<file path="config.mk">
export PLATFORM = sky130hd
export DESIGN_NAME = idlock_ctrl
export DESIGN_NICKNAME = d
export VERILOG_FILES = /design/src/rtl/idlock_pkg.sv /design/src/rtl/idlock_spi_sync.sv /design/src/rtl/idlock_shifter.sv /design/src/rtl/idlock_wr_timer.sv /design/src/rtl/idlock_ctrl.sv
export SDC_FILE = /design/constraint.sdc
export NUM_CORES = 1
export LEC_CHECK = 0
export ABC_CLOCK_PERIOD_IN_PS = 1800
export BUFFER_PORTS_ARGS = -buffer_cell sky130_fd_sc_hd__buf_2
export CORE_AREA = 3 3 102 104
export CTS_BUF_LIST = sky130_fd_sc_hd__clkbuf_8
export DETAILED_ROUTE_END_ITERATION = 6
export DIE_AREA = 0 0 105 107
export HOLD_SLACK_MARGIN = 0.06
export SLEW_MARGIN = 20
export SYNTH_ARGS = -nofsm -noshare
export SYNTH_HDL_FRONTEND = slang
export SYNTH_SLANG_ARGS = --single-unit
</file>
<file path="constraint.sdc">
create_clock -name clk -period 1.8 [get_ports clk]
set_clock_uncertainty 0.05 [all_clocks]
set_input_delay 0.36 -clock clk [delete_from_list [all_inputs] [get_ports clk]]
set_output_delay 0.36 -clock clk [all_outputs]
set_load 0.05 [all_outputs]
</file>
<file path="src/rtl/idlock_pkg.sv">
package idlock_pkg;

    localparam int OP_W         = 8;
    localparam int ADDR_W       = 16;
    localparam int DATA_W       = 8;
    localparam int STAT_W       = 8;
    localparam int KEY_ADDR_BIT = 10;
    localparam int KEY_DATA_BIT = 1;

    typedef struct packed {
        logic sck_rise;
        logic sck_fall;
        logic cs_rise;
        logic cs_active;
        logic sdi;
    } spi_evt_t;

    function automatic logic protect_full(input logic [1:0] bp);
        return &bp;
    endfunction

    function automatic logic [STAT_W-1:0] mk_status(input logic locked);
        logic [STAT_W-1:0] s;
        s    = '0;
        s[0] = locked;
        return s;
    endfunction

endpackage

</file>
<file path="src/rtl/idlock_spi_sync.sv">
module idlock_spi_sync
    import idlock_pkg::*;
#(
    parameter int SYNC_STAGES = 2
) (
    input  logic     clk,
    input  logic     rst,
    input  logic     sck_i,
    input  logic     cs_n_i,
    input  logic     si_i,
    output spi_evt_t evt_o
);

    localparam logic [2:0] IDLE_PINS = 3'b010;

    logic [2:0] stg_q [SYNC_STAGES];
    logic       sck_prev_q;
    logic       csn_prev_q;
    logic [2:0] cur;

    always_ff @(posedge clk) begin
        if (rst) stg_q[0] <= IDLE_PINS;
        else     stg_q[0] <= {sck_i, cs_n_i, si_i};
    end

    for (genvar k = 1; k < SYNC_STAGES; k++) begin : g_stage
        always_ff @(posedge clk) begin
            if (rst) stg_q[k] <= IDLE_PINS;
            else     stg_q[k] <= stg_q[k-1];
        end
    end

    assign cur = stg_q[SYNC_STAGES-1];

    always_ff @(posedge clk) begin
        if (rst) begin
            sck_prev_q <= 1'b0;
            csn_prev_q <= 1'b1;
        end else begin
            sck_prev_q <= cur[2];
            csn_prev_q <= cur[1];
        end
    end

    always_comb begin
        evt_o.sck_rise  =  cur[2] && !sck_prev_q && !cur[1];
        evt_o.sck_fall  = !cur[2] &&  sck_prev_q && !cur[1];
        evt_o.cs_rise   =  cur[1] && !csn_prev_q;
        evt_o.cs_active = !cur[1];
        evt_o.sdi       =  cur[0];
    end

endmodule

</file>
<file path="src/rtl/idlock_shifter.sv">
module idlock_shifter
    import idlock_pkg::*;
#(
    parameter int FRAME_W = 32,
    parameter int CNT_W   = 6
) (
    input  logic               clk,
    input  logic               rst,
    input  spi_evt_t           evt_i,
    output logic [CNT_W-1:0]   bit_cnt_o,
    output logic [FRAME_W-1:0] shreg_o
);

    localparam logic [CNT_W-1:0] CNT_MAX = '1;

    logic [CNT_W-1:0]   cnt_q;
    logic [FRAME_W-1:0] sh_q;

    always_ff @(posedge clk) begin
        if (rst) begin
            cnt_q <= '0;
            sh_q  <= '0;
        end else if (!evt_i.cs_active) begin
            cnt_q <= '0;
        end else if (evt_i.sck_rise) begin
            sh_q  <= {sh_q[FRAME_W-2:0], evt_i.sdi};
            if (cnt_q != CNT_MAX) cnt_q <= cnt_q + 1'b1;
        end
    end

    assign bit_cnt_o = cnt_q;
    assign shreg_o   = sh_q;

endmodule

</file>
<file path="src/rtl/idlock_wr_timer.sv">
module idlock_wr_timer #(
    parameter int TWR_CLKS = 1000
) (
    input  logic clk,
    input  logic rst,
    input  logic start_i,
    output logic busy_o,
    output logic done_o
);

    localparam int CW = (TWR_CLKS > 1) ? $clog2(TWR_CLKS) : 1;
    localparam logic [CW-1:0] LOAD = CW'(TWR_CLKS - 1);

    logic [CW-1:0] cnt_q;
    logic          busy_q;

    assign done_o = busy_q && (cnt_q == '0);
    assign busy_o = busy_q;

    always_ff @(posedge clk) begin
        if (rst) begin
            busy_q <= 1'b0;
            cnt_q  <= '0;
        end else if (busy_q) begin
            if (cnt_q == '0) busy_q <= 1'b0;
            else             cnt_q  <= cnt_q - 1'b1;
        end else if (start_i) begin
            busy_q <= 1'b1;
            cnt_q  <= LOAD;
        end
    end

endmodule

</file>
<file path="src/rtl/idlock_ctrl.sv">
module idlock_ctrl
    import idlock_pkg::*;
#(
    parameter int         TWR_CLKS    = 1000,
    parameter int         SYNC_STAGES = 2,
    parameter logic [7:0] OP_WREN     = 8'h06,
    parameter logic [7:0] OP_RDLS     = 8'h83,
    parameter logic [7:0] OP_LOCK     = 8'h82
) (
    input  logic       clk,
    input  logic       rst,
    input  logic [1:0] bp_i,
    input  logic       sck_i,
    input  logic       cs_n_i,
    input  logic       si_i,
    output logic       so_o,
    output logic       so_oe_o,
    output logic       busy_o
);

    localparam int FRAME_W  = OP_W + ADDR_W + DATA_W;
    localparam int RD_START = OP_W + ADDR_W;
    localparam int CNT_W    = $clog2(FRAME_W + 2);
    localparam int OBIT_W   = $clog2(STAT_W);
    localparam logic [CNT_W-1:0] CNT_OP    = CNT_W'(OP_W);
    localparam logic [CNT_W-1:0] CNT_RD    = CNT_W'(RD_START);
    localparam logic [CNT_W-1:0] CNT_FRAME = CNT_W'(FRAME_W);
    localparam logic [OBIT_W-1:0] OBIT_TOP = OBIT_W'(STAT_W - 1);

    spi_evt_t           evt;
    logic [CNT_W-1:0]   bit_cnt;
    logic [FRAME_W-1:0] shreg;
    logic               unused_bits;

    logic cs_rise_s, sck_fall_s, cs_active_s;
    logic wel_q, lock_q;
    logic wren_hit, lock_hit, rd_hit;
    logic busy, wr_done;
    logic rd_mode_q, oe_q, so_q;
    logic [OBIT_W-1:0] obit_q;
    logic [STAT_W-1:0] status;

    idlock_spi_sync #(.SYNC_STAGES(SYNC_STAGES)) sync_i (
        .clk    (clk),
        .rst    (rst),
        .sck_i  (sck_i),
        .cs_n_i (cs_n_i),
        .si_i   (si_i),
        .evt_o  (evt)
    );

    idlock_shifter #(.FRAME_W(FRAME_W), .CNT_W(CNT_W)) shift_i (
        .clk       (clk),
        .rst       (rst),
        .evt_i     (evt),
        .bit_cnt_o (bit_cnt),
        .shreg_o   (shreg)
    );

    assign cs_rise_s   = evt.cs_rise;
    assign sck_fall_s  = evt.sck_fall;
    assign cs_active_s = evt.cs_active;
    assign unused_bits = ^shreg;

    // Frame decode at chip-select release.
    always_comb begin
        wren_hit = cs_rise_s && (bit_cnt == CNT_OP)
                && (shreg[OP_W-1:0] == OP_WREN) && !busy;
        lock_hit = cs_rise_s && (bit_cnt == CNT_FRAME)
                && (shreg[FRAME_W-1 -: OP_W] == OP_LOCK)
                && shreg[DATA_W + KEY_ADDR_BIT]
                && shreg[KEY_DATA_BIT]
                && wel_q && !protect_full(bp_i) && !busy && !lock_q;
        rd_hit   = (bit_cnt == CNT_RD)
                && (shreg[RD_START-1 -: OP_W] == OP_RDLS)
                && shreg[KEY_ADDR_BIT];
    end

    idlock_wr_timer #(.TWR_CLKS(TWR_CLKS)) timer_i (
        .clk     (clk),
        .rst     (rst),
        .start_i (lock_hit),
        .busy_o  (busy),
        .done_o  (wr_done)
    );

    always_ff @(posedge clk) begin
        if (rst) begin
            wel_q  <= 1'b0;
            lock_q <= 1'b0;
        end else begin
            if (wr_done)       wel_q <= 1'b0;
            else if (wren_hit) wel_q <= 1'b1;
            if (wr_done)       lock_q <= 1'b1;
        end
    end

    assign status = mk_status(lock_q);

    // Status read engine: SO moves on SCK falling edges, byte repeats.
    always_ff @(posedge clk) begin
        if (rst) begin
            rd_mode_q <= 1'b0;
            oe_q      <= 1'b0;
            so_q      <= 1'b0;
            obit_q    <= OBIT_TOP;
        end else if (!cs_active_s) begin
            rd_mode_q <= 1'b0;
            oe_q      <= 1'b0;
            obit_q    <= OBIT_TOP;
        end else if (sck_fall_s) begin
            if (rd_mode_q) begin
                so_q   <= status[obit_q];
                obit_q <= obit_q - 1'b1;
            end else if (rd_hit) begin
                rd_mode_q <= 1'b1;
                oe_q      <= 1'b1;
                so_q      <= status[OBIT_TOP];
                obit_q    <= OBIT_TOP - 1'b1;
            end
        end
    end

    assign so_o    = so_q;
    assign so_oe_o = oe_q;
    assign busy_o  = busy;

endmodule

</file>
==> impl_metrics.env <==
export IMPL_run_status="complete, no violations"
export IMPL_critical_path_class="flop to flop"
export IMPL_reg2reg_slack_ns=0.11
export IMPL_synth_top_cell_area_share_pct=48.8
export IMPL_worstMarginPinSlew_ns=0.504
export IMPL_crit_path_end_kind="flop"
export IMPL_r2r_start="timer_i.cnt_q[1]"
export IMPL_ys_async_sr_fraction_pct=0
export IMPL_worstPathMaxFanout=6
export IMPL_rows=36
export IMPL_die_w_um=105
export IMPL_synth_cells=307
export IMPL_dieArea_um2=11200
export IMPL_port_buffers=9
export IMPL_min_delay_start="cs_n_i"
export IMPL_finalCritPeriodShare_pct=94.0
export IMPL_pin_count=10
export IMPL_grt_total_usage_pct=10.3
export IMPL_slew_headroom_pct=66.2
export IMPL_rsz0062_at_grt="yes"
export IMPL_cts_made_buffers=9
export IMPL_synth_seq_cells=65
export IMPL_area_delta_synth_final_pct=18.4
export IMPL_synth_flop_cell="dfxtp_1"
export IMPL_setup_viol_count_final=0
export IMPL_viasPerCell=4.58
export IMPL_die_h_um=107
export IMPL_clockBufferDepth=2
export IMPL_ys_seq_area_share_pct=48.8
export IMPL_htreeDepth=3
export IMPL_grt_pass1_wl_um=9230
export IMPL_grt_pass1_vias=1984
export IMPL_grt_remaining_overflow=0
export IMPL_worstPathArrival_ns=1.87
export IMPL_leakagePower_nw=1.09
export IMPL_grt_max_degree=36
export IMPL_synth_cell_area_um2=2670
export IMPL_final_hold_violation_count=0
export IMPL_place_ws_ns=0.0735
export IMPL_reg2reg_to="timer_i.cnt_q[1]"
export IMPL_syn_num_nets=318
export IMPL_drt_iter0_markers=112
export IMPL_vias=2105
export IMPL_start_util_pct=27.7
export IMPL_ant_nets=0
export IMPL_synthTopCellsByArea="dfxtp_1 (49%), nand2_1 (9.7%), a21oi_1 (8.1%)"
export IMPL_cts_num_sinks=65
export IMPL_max_freq_mhz=591
export IMPL_stdcell_area_um2=3160
export IMPL_placed_area_um2=2900
export IMPL_core_area_um2=9640
export IMPL_antenna_found_initial=0
export IMPL_hold_path_end="sync_i.stg_q[0][1]"
export IMPL_synth_edff_count=0
export IMPL_cts_tree="yes"
export IMPL_diodes=0
export IMPL_yosysMostFrequentCell="nand2_1"
export IMPL_cts_root_buf="clkbuf_8"
export IMPL_whs_ns=0.157
export IMPL_routed_wl_um=5290
export IMPL_nets=333
export IMPL_yosys_warnings=0
export IMPL_period_needed_ns=1.69
export IMPL_clk_latency_ns=0.34
export IMPL_ir_drop_v=0.000391
export IMPL_clk_pin_slew_ns=0.07
export IMPL_drv_cap=0
export IMPL_r2r_cells=6
export IMPL_total_power_mw=2.95
export IMPL_wire_per_inst_um=11.5
export IMPL_yosys_area_top_type="dfxtp_1"
export IMPL_dp_hpwl_um=3530
export IMPL_holdPathStages=2
export IMPL_final_setup_worst_slack_ns=0.109
export IMPL_setup_worst_path_start_class="flop"
export IMPL_route_detailed_drc=0
export IMPL_p_per_area_nw_per_um2=933
export IMPL_drive_gt1_share_pct=15.3
export IMPL_required_ns=1.98
export IMPL_synthTopCellsByCount="nand2_1 (69), dfxtp_1 (65), a21oi_1 (43)"
export IMPL_cp_startpoint="timer_i.cnt_q[1]"
export IMPL_avgSynthCellArea_um2=8.69
export IMPL_routabilityCongestion=0.821
export IMPL_ys_types=51
export IMPL_slew_violations=0
export IMPL_hold_path_class="primary input to flop"
export IMPL_firstDrtPassIters=4
sequential cells by signal, indices dropped and copies added, names as in the netlist:
name and flops:
sync_i.stg_q 6, so_o 1, obit_q 3, sync_i.sck_prev_q 1
lock_q 1, timer_i.cnt_q 10, shift_i.shreg_o 32, shift_i.bit_cnt_o 6
rd_mode_q 1, timer_i.busy_o 1, so_oe_o 1, wel_q 1
sync_i.csn_prev_q 1
layout make-up:
cell class / count / area (um2)
multi-input combinational: 215 / 1290
tap: 133 / 166
fill: 1037 / 6480
clock inverter: 7 / 111
timing repair buffer: 19 / 120
sequential: 65 / 1300
clock buffer: 9 / 124
inverter: 12 / 45.0
layout by cell type (no fill, tap or decap), types with 3 or more instances in the layout:
master and count:
a21oi_1 42, a31oi_1 6, buf_2 9, buf_4 10, bufinv_16 3, clkbuf_8 9
dfxtp_1 65, ha_1 4, inv_1 14, mux2i_1 4, nand2_1 69, nand3_1 5
nor2_1 14, nor2b_1 5, nor3_1 5, nor4b_1 3, o21ai_0 3, or3_1 4
xor2_1 4
where the power goes:
group,switching [mW],internal (mW)
clock network,0.541,0.910
registers,0.00433,1.45
logic,0.0324,0.0162
total,0.578,2.37
worst max-delay path, stage by stage, from the launching register on:
cell and delay [ns]:
dfxtp_1 0.38, inv_1 0.06, ha_1 0.22, nor3b_4 0.18, a31oi_1 0.44, a21oi_1 0.13, o31a_1 0.12
worst max path at each step:
| stage | end | slack (ns) | cells after the start |
|---|---|---|---|
| 6_report | timer_i.cnt_q[1] | 0.11 | 6 |
| 5_1_grt | timer_i.cnt_q[4] | -0.03 | 6 |
| 4_1_cts | timer_i.cnt_q[6] | 0.05 | 6 |
| 3_5_place_dp | timer_i.cnt_q[6] | 0.07 | 6 |
| 3_3_place_gp | timer_i.busy_o | 0.11 | 6 |
| 2_1_floorplan | timer_i.cnt_q[0] | 0.11 | 5 |
logic make-up (layout without fill, tap and decap cells):
logic type / Yosys count / count (layout) / synth area share (%)
simple gates: 134 / 134 / 27.1
flops: 65 / 65 / 48.8
mux: 4 / 4 / 1.50
compound gates: 67 / 67 / 15.0
fa+ha+maj: 4 / 4 / 1.88
xor+xnor: 6 / 6 / 1.97
buf+inv: 27 / 47 / 3.84
stage by stage:
stage	util, %	TNS [ns]	cells
after floorplan	-	0	307
after global placement	30.1	0	444
after CTS	32.6	0	460
after detailed placement	30.1	0	444
final	32.8	0	460
after global routing	32.8	-0.0778	460
layer usage:
layer / up-vias / global-route usage, % / wire, um
met5: - / 0 / 0
met4: 0 / 3.94 / 46
met3: 4 / 4.21 / 143
met2: 19 / 16.1 / 2450
met1: 994 / 12.7 / 2650
li1: 1088 / - / -
repair_timing:
action | CTS | global route
hold buffers | 0 | 0
endpoints found under the setup margin | 0 | 13
gates resized for setup | 0 | 4
buffers inserted | 0 | 0
(Power assumes the default switching activity.)
